<file path="config.mk">
export PLATFORM = sky130hd
export DESIGN_NAME = sync_corr_unit
export DESIGN_NICKNAME = d
export VERILOG_FILES = /design/src/rtl/sync_corr_pkg.sv /design/src/rtl/sync_corr_timebase.sv /design/src/rtl/sync_corr_lane.sv /design/src/rtl/sync_corr_reduce.sv /design/src/rtl/sync_corr_unit.sv
export SDC_FILE = /design/constraint.sdc
export NUM_CORES = 1
export LEC_CHECK = 0
export ABC_AREA = 0
export BUFFER_PORTS_ARGS = -buffer_cell sky130_fd_sc_hd__buf_4
export CORE_ASPECT_RATIO = 1.4
export CORE_MARGIN = 4
export CORE_UTILIZATION = 55
export DETAILED_ROUTE_END_ITERATION = 10
export PLACE_DENSITY_LB_ADDON = 0.05
export RECOVER_POWER = 25
export SLEW_MARGIN = 20
export SYNTH_ARGS = -nofsm -noshare
export SYNTH_HDL_FRONTEND = slang
export SYNTH_HIERARCHICAL = 1
export SYNTH_SLANG_ARGS = --single-unit
</file>
<file path="constraint.sdc">
create_clock -name clk -period 14.64 [get_ports clk]
set_clock_uncertainty 0.15 [all_clocks]
set_input_delay 2.928 -clock clk [delete_from_list [all_inputs] [get_ports clk]]
set_output_delay 2.928 -clock clk [all_outputs]
set_load 0.01 [all_outputs]
</file>
<file path="src/rtl/sync_corr_pkg.sv">
// Shared definitions for the clock correction unit.
package sync_corr_pkg;
    // Role of the node in the two-step correction scheme.
    typedef enum logic {
        ROLE_SYNC_MASTER = 1'b0,
        ROLE_COMP_MASTER = 1'b1
    } role_e;
endpackage

</file>
<file path="src/rtl/sync_corr_timebase.sv">
// Local time counter for one integration cycle.
// Counts up by TICK_NS each clock and wraps at CYCLE_NS. On the first clock at or
// after CORR_NS in a cycle it raises corr_due and subtracts err in the same step.
// Assumes |err| is well below CYCLE_NS/2.
module sync_corr_timebase #(
    parameter int TW       = 20,
    parameter int CYCLE_NS = 80000,
    parameter int TICK_NS  = 8,
    parameter int CORR_NS  = 4400
) (
    input  logic                 clk,
    input  logic                 rst_n,
    input  logic signed [TW-1:0] err,
    output logic [TW-1:0]        local_time,
    output logic                 corr_due
);
    localparam int XW = TW + 2;
    localparam logic signed [XW-1:0] CYCLE_S = XW'(CYCLE_NS);
    localparam logic signed [XW-1:0] TICK_S  = XW'(TICK_NS);
    localparam logic [TW-1:0]        CORR_U  = TW'(CORR_NS);

    logic                 done_q;
    logic                 wrap;
    logic signed [XW-1:0] nxt;

    // Correction becomes due once per cycle when the time passes the point.
    assign corr_due = (local_time >= CORR_U) && !done_q;

    // Next time value including the optional correction and the modulo wrap.
    always_comb begin
        nxt  = $signed({2'b00, local_time}) + TICK_S
             - (corr_due ? {{2{err[TW-1]}}, err} : '0);
        wrap = 1'b0;
        if (nxt >= CYCLE_S) begin
            nxt  = nxt - CYCLE_S;
            wrap = 1'b1;
        end else if (nxt < 0) begin
            nxt = nxt + CYCLE_S;
        end
    end

    // Time register and the applied-this-cycle flag.
    always_ff @(posedge clk) begin
        if (!rst_n) begin
            local_time <= '0;
            done_q     <= 1'b0;
        end else begin
            local_time <= nxt[TW-1:0];
            if (wrap)          done_q <= 1'b0;
            else if (corr_due) done_q <= 1'b1;
        end
    end
endmodule

</file>
<file path="src/rtl/sync_corr_lane.sv">
// One receive lane: turns an arriving frame into a permanence offset relative
// to the scheduled point, keeps the first one inside the window, and is emptied
// when the correction is taken. Assumes the delay input does not exceed MAXD_NS.
module sync_corr_lane #(
    parameter int TW       = 20,
    parameter int SCHED_NS = 2000,
    parameter int WIN_NS   = 1000,
    parameter int MAXD_NS  = 400
) (
    input  logic                 clk,
    input  logic                 rst_n,
    input  logic                 en,
    input  logic                 vld,
    input  logic [TW-1:0]        tc,
    input  logic [TW-1:0]        local_time,
    input  logic                 clear,
    output logic                 hit,
    output logic signed [TW-1:0] ofs
);
    localparam int XW = TW + 2;
    localparam logic signed [XW-1:0] SCHED_S = XW'(SCHED_NS);
    localparam logic signed [XW-1:0] WIN_S   = XW'(WIN_NS);
    localparam logic signed [XW-1:0] MAXD_S  = XW'(MAXD_NS);

    logic signed [XW-1:0] d_c;
    logic                 in_win;

    // Permanence offset of a frame arriving now.
    always_comb begin
        d_c    = $signed({2'b00, local_time}) + MAXD_S - $signed({2'b00, tc}) - SCHED_S;
        in_win = (d_c >= -WIN_S) && (d_c <= WIN_S);
    end

    // Keep the first in-window offset of the cycle.
    always_ff @(posedge clk) begin
        if (!rst_n) begin
            hit <= 1'b0;
            ofs <= '0;
        end else if (clear) begin
            hit <= 1'b0;
        end else if (vld && en && !hit && in_win) begin
            hit <= 1'b1;
            ofs <= d_c[TW-1:0];
        end
    end
endmodule

</file>
<file path="src/rtl/sync_corr_reduce.sv">
// Reduces the captured offsets to one error. With three or more values the
// extremes are trimmed, and the remainder (one or two values) is averaged with
// floor rounding. Assumes N <= 4, so the divisor is always 1 or 2.
module sync_corr_reduce #(
    parameter int N  = 4,
    parameter int TW = 20
) (
    input  logic [N-1:0]         hit,
    input  logic [N*TW-1:0]      ofs,
    output logic signed [TW-1:0] err,
    output logic [$clog2(N+1)-1:0] cnt
);
    localparam int EW = TW + 3;
    localparam int CW = $clog2(N+1);

    logic signed [EW-1:0] v, sum, mx, mn, trim, res;

    // Sum, extremes and count of the valid offsets, then trimmed mean.
    always_comb begin
        v   = '0;
        sum = '0;
        cnt = '0;
        mx  = {1'b1, {(EW-1){1'b0}}};
        mn  = {1'b0, {(EW-1){1'b1}}};
        for (int i = 0; i < N; i++) begin
            if (hit[i]) begin
                v   = {{3{ofs[i*TW+TW-1]}}, ofs[i*TW +: TW]};
                sum = sum + v;
                cnt = cnt + CW'(1);
                if (v > mx) mx = v;
                if (v < mn) mn = v;
            end
        end
        trim = sum - mx - mn;
        if (cnt == CW'(0))      res = '0;
        else if (cnt == CW'(1)) res = sum;
        else if (cnt == CW'(2)) res = sum >>> 1;
        else if (cnt == CW'(3)) res = trim;
        else                    res = trim >>> 1;
        err = res[TW-1:0];
    end
endmodule

</file>
<file path="src/rtl/sync_corr_unit.sv">
// Clock correction unit for a time-triggered network node. It gathers the
// synchronisation frame offsets of one integration cycle, reduces them
// according to the role, corrects the local time once per cycle and, as a
// compression master, requests a new frame to be sent. Frame decoding lies
// outside this block.
module sync_corr_unit
    import sync_corr_pkg::*;
#(
    parameter int NUM_SM   = 4,
    parameter int NUM_CH   = 2,
    parameter int TW       = 20,
    parameter int CYCLE_NS = 80000,
    parameter int TICK_NS  = 8,
    parameter int SCHED_NS = 2000,
    parameter int WIN_NS   = 1000,
    parameter int MAXD_NS  = 400,
    parameter int CORR_NS  = 4400
) (
    input  logic                 clk,
    input  logic                 rst_n,
    input  logic                 role_cm,
    input  logic [NUM_SM-1:0]    frm_vld,
    input  logic [NUM_SM*TW-1:0] frm_tc,
    output logic [TW-1:0]        local_time,
    output logic signed [TW-1:0] corr_err,
    output logic                 corr_stb,
    output logic                 unsync,
    output logic                 tx_req
);
    localparam int CW = $clog2(NUM_SM + 1);

    role_e                  role;
    logic                   corr_due;
    logic [NUM_SM-1:0]      lane_en, lane_hit;
    logic [NUM_SM*TW-1:0]   lane_ofs;
    logic signed [TW-1:0]   err_c;
    logic [CW-1:0]          cnt_c;

    assign role = role_e'(role_cm);

    sync_corr_timebase #(
        .TW(TW), .CYCLE_NS(CYCLE_NS), .TICK_NS(TICK_NS), .CORR_NS(CORR_NS)
    ) u_tb (
        .clk(clk), .rst_n(rst_n), .err(err_c),
        .local_time(local_time), .corr_due(corr_due)
    );

    // One capture lane per master; the sync-master role listens to channels only.
    for (genvar i = 0; i < NUM_SM; i++) begin : g_lane
        if (i < NUM_CH) begin : g_ch
            assign lane_en[i] = 1'b1;
        end else begin : g_cm_only
            assign lane_en[i] = (role == ROLE_COMP_MASTER);
        end
        sync_corr_lane #(
            .TW(TW), .SCHED_NS(SCHED_NS), .WIN_NS(WIN_NS), .MAXD_NS(MAXD_NS)
        ) u_lane (
            .clk(clk), .rst_n(rst_n), .en(lane_en[i]), .vld(frm_vld[i]),
            .tc(frm_tc[i*TW +: TW]), .local_time(local_time), .clear(corr_due),
            .hit(lane_hit[i]), .ofs(lane_ofs[i*TW +: TW])
        );
    end

    sync_corr_reduce #(.N(NUM_SM), .TW(TW)) u_red (
        .hit(lane_hit), .ofs(lane_ofs), .err(err_c), .cnt(cnt_c)
    );

    // Report the correction and issue the send request at the correction point.
    always_ff @(posedge clk) begin
        if (!rst_n) begin
            corr_err <= '0;
            corr_stb <= 1'b0;
            unsync   <= 1'b1;
            tx_req   <= 1'b0;
        end else begin
            corr_stb <= corr_due;
            tx_req   <= corr_due && (role == ROLE_COMP_MASTER) && (cnt_c != '0);
            if (corr_due) begin
                corr_err <= err_c;
                unsync   <= (cnt_c == '0);
            end
        end
    end
endmodule

</file>
==> results of run 1 <==
[state kept, by name, summed over array words and instances (netlist names)]
signal	cells
tx_req	1
u_tb/done_q	1
unsync	1
corr_err	20
g_lane.u_lane/ofs	80
u_tb/local_time	20
corr_stb	1
g_lane.u_lane/hit	4
[area by class of cell]
class | count | area (um2) | share of cell area (%)
clock inverter | 12 | 110.1 | 0.4140
inverter | 407 | 1531 | 5.758
clock buffer | 20 | 446.7 | 1.680
multi-input combinational | 2572 | 19960 | 75.04
timing repair buffer | 182 | 1286 | 4.836
tap | 558 | 698.2 | 2.625
sequential | 128 | 2566 | 9.649
[routing by layer]
layer | wire length, um | global-route usage, % | share of wire [%] | up-vias
met2 | 40650 | 58.56 | 48 | 883
met3 | 4054 | 4.101 | 4.8 | 270
met5 | 0 | 0 | 0 | -
met1 | 33650 | 40.23 | 40 | 11680
met4 | 6378 | 21.59 | 7.5 | 0
li1 | - | - | - | 11750
[power breakdown]
group          internal [uW]  switching [uW]  total (uW)
Sequential               375            73.7         449
Combinational           1140            1800        2940
Clock                    238             188         426
Total                   1750            2060        3810
[cells by family (layout without fill, tap and decap cells)]
logic type / Yosys count / after routing
compound gates: 904 / 904
xor+xnor: 123 / 123
fa+ha+maj: 431 / 431
buf+inv: 511 / 621
flops: 128 / 128
mux: 193 / 193
other cells: 1 / 2
simple gates: 919 / 919
[worst max-delay path: cells and delay by family, from the launching register on]
kind	cells	cell delay, ns
AOI/OAI and AO/OA	29	5.92
adders and majority gates	7	2.42
and+or+nand+nor	13	2.07
muxes	5	1.25
buffers and inverters	7	0.92
xor gates and xnor gates	2	0.68
DFF	1	0.41
[worst max-delay path by stage]
stage | start | end | slack [ns] | cells past startpoint
CTS | g_lane[0].u_lane/hit | u_tb/local_time[11] | 0.03 | 61
detailed placement | g_lane[0].u_lane/hit | u_tb/local_time[19] | -0.04 | 59
finish | g_lane[0].u_lane/hit | u_tb/local_time[9] | 0.71 | 63
global route | g_lane[0].u_lane/hit | u_tb/local_time[13] | -0.15 | 59
global placement | g_lane[0].u_lane/hit | u_tb/local_time[13] | 0.23 | 60
floorplan | g_lane[0].u_lane/hit | u_tb/local_time[19] | 0.66 | 67
[per-stage QoR]
| step | power [uW] | utilization [%] | setup TNS (ns) |
|---|---|---|---|
| 2_1_floorplan | 2637 | - | 0 |
| 3_3_place_gp | 3215 | 58.67 | 0 |
| 3_5_place_dp | 3241 | 58.67 | -0.04287 |
| 4_1_cts | 3686 | 59.94 | 0 |
| 5_1_grt | 4125 | 60.51 | -0.7486 |
| 6_report | 3812 | 60.51 | 0 |
[cells in the final DEF, fill, tap and decap left out, types with 20 or more instances in the layout]
master	n
o21ai_0	147
a31oi_1	25
and2_1	25
o21a_1	50
nor2b_1	37
o22ai_1	26
mux2_2	37
nand2_1	293
mux2i_1	152
dfxtp_1	127
or3_1	35
nor2_1	198
xnor2_1	71
clkbuf_1	42
nor3_1	46
a211oi_1	26
and3_1	34
nand2b_1	45
nand4_1	43
ha_1	401
nor4_1	20
a21o_1	100
o211ai_1	30
nand3_1	51
fa_1	28
a21oi_1	230
buf_4	134
xor2_1	39
inv_1	404
[timing repair]
| action | in CTS | in global routing |
|---|---|---|
| gates resized for setup | 2 | 48 |
| buffers inserted | 0 | 17 |
| gates cloned | 0 | 1 |
| pin swaps | 0 | 10 |
| endpoints found under the setup margin | 6 | 14 |
==> impl_metrics.prom, run 1 <==
# TYPE chip_impl_metric gauge
chip_impl_metric{name="postLayoutCellArea",unit="um2"} 26600
chip_impl_metric{name="preCtsSetupSlack",unit="ns"} -0.04287
chip_impl_info{name="critPathSlowestCell",value="fa_1"} 1
chip_impl_metric{name="synthXorXnorAreaFrac",unit="%"} 4.713
chip_impl_metric{name="share_of_synthesized_area_occupied_by_flip_flops_and_latches",unit="%"} 10.49
chip_impl_metric{name="slew_headroom",unit="%"} 24.96
chip_impl_metric{name="first_global_vias",unit=""} 23780
chip_impl_metric{name="antenna-diode-count",unit=""} 0
chip_impl_metric{name="avgViaCountPerCell",unit=""} 6.336
chip_impl_info{name="largest_cells_by_area_after_synthesis",value="ha_1, dfxtp_1, mux2i_1"} 1
chip_impl_metric{name="clk_path_buf_depth",unit=""} 2
chip_impl_metric{name="netlist.area_leader.share",unit="%"} 20.65
chip_impl_metric{name="finalWeightedCongestion",unit=""} 1.080
chip_impl_metric{name="route.vias.total",unit=""} 24580
chip_impl_metric{name="path_clk_slew",unit="ns"} 0.07
chip_impl_metric{name="postRouteWirelength",unit="um"} 84730
chip_impl_metric{name="synth-simple-area-share",unit="%"} 18.79
chip_impl_info{name="min-delay-path-class",value="reg2reg"} 1
chip_impl_metric{name="iteration_count_of_the_initial_detailed_routing_pass",unit=""} 6
chip_impl_info{name="startpoint_type",value="flop"} 1
chip_impl_metric{name="fp-row-count",unit=""} 91
chip_impl_metric{name="final-setup-viol-count",unit=""} 0
chip_impl_metric{name="synth_edf_count",unit=""} 0
chip_impl_metric{name="cts.htree.levels",unit=""} 4
chip_impl_metric{name="clkLatencyLatePin",unit="ns"} 0.46
chip_impl_info{name="path_class",value="reg2reg"} 1
chip_impl_metric{name="placeableCoreArea",unit="um2"} 43950
chip_impl_metric{name="grt_usage",unit="%"} 34.30
chip_impl_metric{name="timing.hold.ws",unit="ns"} 0.3336
chip_impl_metric{name="syn_to_final_growth",unit="%"} 8.893
chip_impl_metric{name="dp_cells",unit=""} 3829
chip_impl_info{name="worst_path_most_repeated_cell",value="o21a_1"} 1
chip_impl_metric{name="placed_area",unit="um2"} 25780
chip_impl_metric{name="number_of_sinks_driven_by_the_clock_tree",unit=""} 128
chip_impl_info{name="timing.hold.worst_endpoint",value="g_lane[3].u_lane/hit"} 1
chip_impl_metric{name="synth_adder_area_share",unit="%"} 22.94
chip_impl_metric{name="synth-compound-area-share",unit="%"} 26.20
chip_impl_metric{name="syn_avg_cell_area",unit="um2"} 7.609
chip_impl_metric{name="max_clock_freq",unit="GHz"} 0.07180
chip_impl_metric{name="synth_warn",unit=""} 6
chip_impl_info{name="critPathCaptureType",value="flop"} 1
chip_impl_metric{name="remaining_global_route_overflow",unit=""} 0
chip_impl_metric{name="cellLeakagePower",unit="uW"} 0.01288
chip_impl_metric{name="timing.reg2reg.worst_path_depth",unit=""} 63
chip_impl_metric{name="die_height",unit="um"} 257.3
chip_impl_metric{name="wire_per_inst",unit="um"} 21.84
chip_impl_info{name="origin_of_the_critical_flop_to_flop_path",value="g_lane[0].u_lane/hit"} 1
chip_impl_metric{name="max_cap_violations",unit=""} 0
chip_impl_info{name="synthFlopType",value="dfxtp_1"} 1
chip_impl_info{name="synth_top_family_by_area",value="compound AO/OA/AOI/OAI gates"} 1
chip_impl_metric{name="grt_start_max_net_pins",unit=""} 68
chip_impl_info{name="clock_tree.root_cell",value="clkbuf_16"} 1
chip_impl_info{name="tritoncts",value="done"} 1
chip_impl_info{name="r2r_end",value="u_tb/local_time[9]"} 1
chip_impl_metric{name="worstHoldPathCells",unit=""} 2
chip_impl_metric{name="finish.cell_count_without_fillers",unit=""} 3879
chip_impl_metric{name="fp.dieArea",unit="um2"} 47890
chip_impl_metric{name="finalHoldViolations",unit=""} 0
chip_impl_info{name="outcome",value="completed"} 1
chip_impl_metric{name="critPathMaxFanout",unit=""} 15
chip_impl_metric{name="postLayoutSetupSlackWorst",unit="ns"} 0.7116
chip_impl_metric{name="syn-cell-area",unit="um2"} 24420
chip_impl_metric{name="drt_iter0_drc",unit=""} 1733
chip_impl_metric{name="post_route_cells_drive_above_1_share",unit="%"} 11.68
chip_impl_metric{name="final_period_minus_worst_setup_slack",unit="ns"} 13.93
chip_impl_metric{name="vdd_ir_drop_max",unit="mV"} 0.1293
chip_impl_metric{name="synth.mux.area_fraction",unit="%"} 8.156
chip_impl_metric{name="max_slew.worst_pin.slew",unit="ns"} 1.119
chip_impl_metric{name="grt_first_pass_wirelength",unit="um"} 129900
chip_impl_metric{name="final_nets",unit=""} 3826
chip_impl_metric{name="holdBufCountCts",unit=""} 0
chip_impl_metric{name="cpPeakStageDelay",unit="ns"} 0.56
chip_impl_metric{name="fillerInstances",unit=""} 4177
chip_impl_metric{name="pwr_density_cell",unit="nW/um2"} 143.3
chip_impl_metric{name="grt_antenna_before_repair",unit=""} 0
chip_impl_metric{name="asyncSetResetFlopFracSynth",unit="%"} 0
chip_impl_metric{name="rrSetupSlack",unit="ns"} 0.71
chip_impl_metric{name="timing.critical_path.required",unit="ns"} 14.87
chip_impl_metric{name="synth.ff_latch_count",unit=""} 128
chip_impl_metric{name="postSynthCellCount",unit=""} 3210
chip_impl_metric{name="drt.antenna.violating_nets",unit=""} 0
chip_impl_metric{name="die_width",unit="um"} 186.1
chip_impl_info{name="synth_commonest_cells",value="inv_1, ha_1, nand2_1"} 1
chip_impl_metric{name="cp.arrival",unit="ns"} 14.16
chip_impl_metric{name="yosysUniqueCellTypes",unit=""} 118
chip_impl_metric{name="portBuffers",unit=""} 129
chip_impl_info{name="post-synth-top-count-cell",value="inv_1"} 1
chip_impl_metric{name="dp_hpwl",unit="um"} 67910
chip_impl_info{name="area_leader_netlist",value="ha_1"} 1
chip_impl_metric{name="timing.final.crit_share",unit="%"} 95.14
chip_impl_metric{name="timing.final.max_slew_violations",unit=""} 0
chip_impl_metric{name="initial_core_util",unit="%"} 55.57
chip_impl_metric{name="io-pin-count",unit=""} 130
chip_impl_info{name="hold_path.startpoint",value="g_lane[3].u_lane/hit"} 1
chip_impl_metric{name="drc_errors",unit=""} 0
chip_impl_metric{name="tritoncts.num_buffers",unit=""} 17
Power figures use the tool's default switching activity.
==> run 2, diff against run 1 <==
- RECOVER_POWER: 25 -> default
==> run 2 against run 1 <==
  * Cell count unchanged
  * Fmax decreased by 0.40%
  * Critical endpoint unchanged
  * Register-to-register slack lost 0.06 ns
  * Hold slack improved by 0.0046 ns
  * Critical path depth down 5
  * Global-route usage unchanged
  * Power rose by 0.46%
  * Sequential share of layout area shrank 0.054 points
  * Non-clock buffer count stayed put
  * Routed wire length about the same
  * Sequential power hardly changed
==> impl_metrics.prom, run 2 (synthesis results as in run 1) <==
# TYPE chip_impl_metric gauge
chip_impl_metric{name="drt.antenna.violating_nets",unit=""} 0
chip_impl_metric{name="postLayoutCoreUtil",unit="%"} 60.86
chip_impl_metric{name="vdd_ir_drop_max",unit="mV"} 0.1331
chip_impl_info{name="tritoncts",value="done"} 1
chip_impl_metric{name="grt_start_max_net_pins",unit=""} 68
chip_impl_info{name="top_library_cells_by_usage_in_the_layout_fill_and_taps_aside",value="inv_1, ha_1, nand2_1"} 1
chip_impl_metric{name="drt_iter0_drc",unit=""} 1600
chip_impl_metric{name="critPathMaxFanout",unit=""} 26
chip_impl_metric{name="final_nets",unit=""} 3826
chip_impl_info{name="path_class",value="reg2reg"} 1
chip_impl_metric{name="fp.dieArea",unit="um2"} 47890
chip_impl_info{name="regMostFlops",value="g_lane.u_lane/ofs"} 1
chip_impl_info{name="largest_registers",value="g_lane.u_lane/ofs (80), corr_err (20), u_tb/local_time (20)"} 1
chip_impl_metric{name="timing.reg2reg.worst_path_depth",unit=""} 58
chip_impl_info{name="outcome",value="completed"} 1
chip_impl_metric{name="finalHoldViolations",unit=""} 0
chip_impl_info{name="worst_path_most_repeated_cell",value="a21o_1"} 1
chip_impl_metric{name="avgViaCountPerCell",unit=""} 6.344
chip_impl_info{name="hold_path.startpoint",value="g_lane[3].u_lane/hit"} 1
chip_impl_metric{name="die_height",unit="um"} 257.3
chip_impl_metric{name="postRouteWirelength",unit="um"} 84810
chip_impl_metric{name="holdBufCountCts",unit=""} 0
chip_impl_metric{name="max_cap_violations",unit=""} 0
chip_impl_metric{name="dp_hpwl",unit="um"} 67910
chip_impl_metric{name="max_clock_freq",unit="GHz"} 0.07151
chip_impl_metric{name="drc_errors",unit=""} 0
chip_impl_info{name="routed.top_layer",value="met4"} 1
chip_impl_metric{name="number_of_sinks_driven_by_the_clock_tree",unit=""} 128
chip_impl_metric{name="tritoncts.num_buffers",unit=""} 17
chip_impl_metric{name="initial_core_util",unit="%"} 55.57
chip_impl_info{name="r2r_end",value="u_tb/local_time[9]"} 1
chip_impl_info{name="clock_tree.root_cell",value="clkbuf_16"} 1
chip_impl_metric{name="iteration_count_of_the_initial_detailed_routing_pass",unit=""} 6
chip_impl_metric{name="rrSetupSlack",unit="ns"} 0.66
chip_impl_metric{name="cts.htree.levels",unit=""} 4
chip_impl_metric{name="antenna-diode-count",unit=""} 0
chip_impl_info{name="timing.hold.worst_endpoint",value="g_lane[3].u_lane/hit"} 1
chip_impl_metric{name="finalWeightedCongestion",unit=""} 1.080
chip_impl_metric{name="largest_reg_flops",unit=""} 80
chip_impl_metric{name="routed-wl-met2",unit="um"} 40760
chip_impl_metric{name="timing.critical_path.required",unit="ns"} 14.87
chip_impl_metric{name="critical_path_buf_inv_count",unit=""} 6
chip_impl_metric{name="grt_usage",unit="%"} 34.30
chip_impl_metric{name="final_period_minus_worst_setup_slack",unit="ns"} 13.98
chip_impl_metric{name="post_route_cells_drive_above_1_share",unit="%"} 12.89
chip_impl_metric{name="remaining_global_route_overflow",unit=""} 0
chip_impl_info{name="critPathCaptureType",value="flop"} 1
chip_impl_metric{name="wire_per_inst",unit="um"} 21.86
chip_impl_metric{name="clk_path_buf_depth",unit=""} 2
chip_impl_metric{name="grt_antenna_before_repair",unit=""} 0
chip_impl_metric{name="fp-row-count",unit=""} 91
chip_impl_info{name="startpoint_type",value="flop"} 1
chip_impl_info{name="origin_of_the_critical_flop_to_flop_path",value="g_lane[0].u_lane/hit"} 1
chip_impl_metric{name="syn_to_final_growth",unit="%"} 9.508
chip_impl_info{name="min-delay-path-class",value="reg2reg"} 1
chip_impl_metric{name="grt_first_pass_wirelength",unit="um"} 129900
chip_impl_metric{name="slew_headroom",unit="%"} 25.75
chip_impl_metric{name="timing.hold.ws",unit="ns"} 0.3381
chip_impl_metric{name="cellLeakagePower",unit="uW"} 0.01305
chip_impl_info{name="layout_commonest_cell",value="inv_1"} 1
chip_impl_metric{name="die_width",unit="um"} 186.1
chip_impl_metric{name="placeableCoreArea",unit="um2"} 43950
chip_impl_metric{name="route.vias.total",unit=""} 24610
chip_impl_metric{name="cp.arrival",unit="ns"} 14.22
chip_impl_metric{name="io-pin-count",unit=""} 130
chip_impl_metric{name="detailroute.wirelength.met3",unit="um"} 4213
chip_impl_metric{name="cpPeakStageDelay",unit="ns"} 0.55
chip_impl_metric{name="pwr_density_cell",unit="nW/um2"} 143.2
chip_impl_metric{name="worstHoldPathCells",unit=""} 2
chip_impl_metric{name="first_global_vias",unit=""} 23780
chip_impl_metric{name="timing.final.max_slew_violations",unit=""} 0
chip_impl_metric{name="portBuffers",unit=""} 129
chip_impl_metric{name="path_clk_slew",unit="ns"} 0.07
chip_impl_metric{name="timing.final.crit_share",unit="%"} 95.52
chip_impl_info{name="critical_path.top_delay_family",value="compound AO/OA/AOI/OAI gates"} 1
chip_impl_info{name="critPathSlowestCell",value="or4_1"} 1
chip_impl_metric{name="wl_met1",unit="um"} 33540
chip_impl_metric{name="final-setup-viol-count",unit=""} 0
chip_impl_metric{name="max_slew.worst_pin.slew",unit="ns"} 1.107
chip_impl_metric{name="clkLatencyLatePin",unit="ns"} 0.46
-- run 2: changes by cell type in the layout (fill, tap and decap cells not counted) --
| cell | delta |
|---|---|
| buf_4 | +40 |
| clkbuf_1 | -40 |
-- run 2: power by group --
part	switching (uW)	leakage (uW)	internal (uW)
registers	74.1	0.00104	375
clock network	188	0.000263	238
logic	1800	0.0117	1150
total	2060	0.0130	1760
-- run 2: how the worst max path moves through the flow --
stage / cells after the start / start / endpoint
after floorplan: 67 / g_lane[0].u_lane/hit / u_tb/local_time[19]
after global placement: 60 / g_lane[0].u_lane/hit / u_tb/local_time[13]
after detailed placement: 59 / g_lane[0].u_lane/hit / u_tb/local_time[19]
after CTS: 61 / g_lane[0].u_lane/hit / u_tb/local_time[11]
after global routing: 59 / g_lane[0].u_lane/hit / u_tb/local_time[13]
final: 58 / g_lane[0].u_lane/hit / u_tb/local_time[9]
-- run 2: what timing repair did --
action                                  CTS  global route
cloned                                    0             1
hold endpoints to repair                  0             0
gates resized for setup                   2            48
endpoints found under the setup margin    6            14
buffers inserted                          0            17
pin swaps                                 0            10
-- run 2: worst reg2reg max path, delay by kind of cell, from the launching register on --
kind	cells	cell delay (ns)
multiplexers	2	0.38
XOR/XNOR	2	0.69
flip-flops	1	0.41
AND/OR/NAND/NOR	12	2.11
adder cells (fa/ha/maj)	7	2.32
AO/OA/AOI/OAI	29	6.82
buffers and inverters	6	1.06
-- run 2: area by class of cell --
cell class | count | area (um2)
sequential | 128 | 2566
inverter | 407 | 1531
fill | 4132 | 17200
multi-input combinational | 2572 | 19960
tap | 558 | 698.2
timing repair buffer | 182 | 1436
clock inverter | 12 | 110.1
clock buffer | 20 | 446.7
-- run 2: metrics by stage --
stage | power (uW) | instance area [um2] | TNS, ns | worst slack (ns) | instances
floorplan | 2637 | 24430 | 0 | 0.6608 | 3211
global placement | 3215 | 25780 | 0 | 0.2320 | 3829
detailed placement | 3241 | 25780 | -0.04287 | -0.04287 | 3829
CTS | 3686 | 26350 | 0 | 0.03344 | 3861
global route | 4137 | 26750 | -0.7486 | -0.1453 | 3879
finish | 3829 | 26750 | 0 | 0.6557 | 3879
-- run 2: routing by layer --
metal	vias up	global-route usage, %
met2	919	58.56
met5	-	0
met4	0	21.59
met1	11660	40.23
met3	291	4.101
li1	11740	-
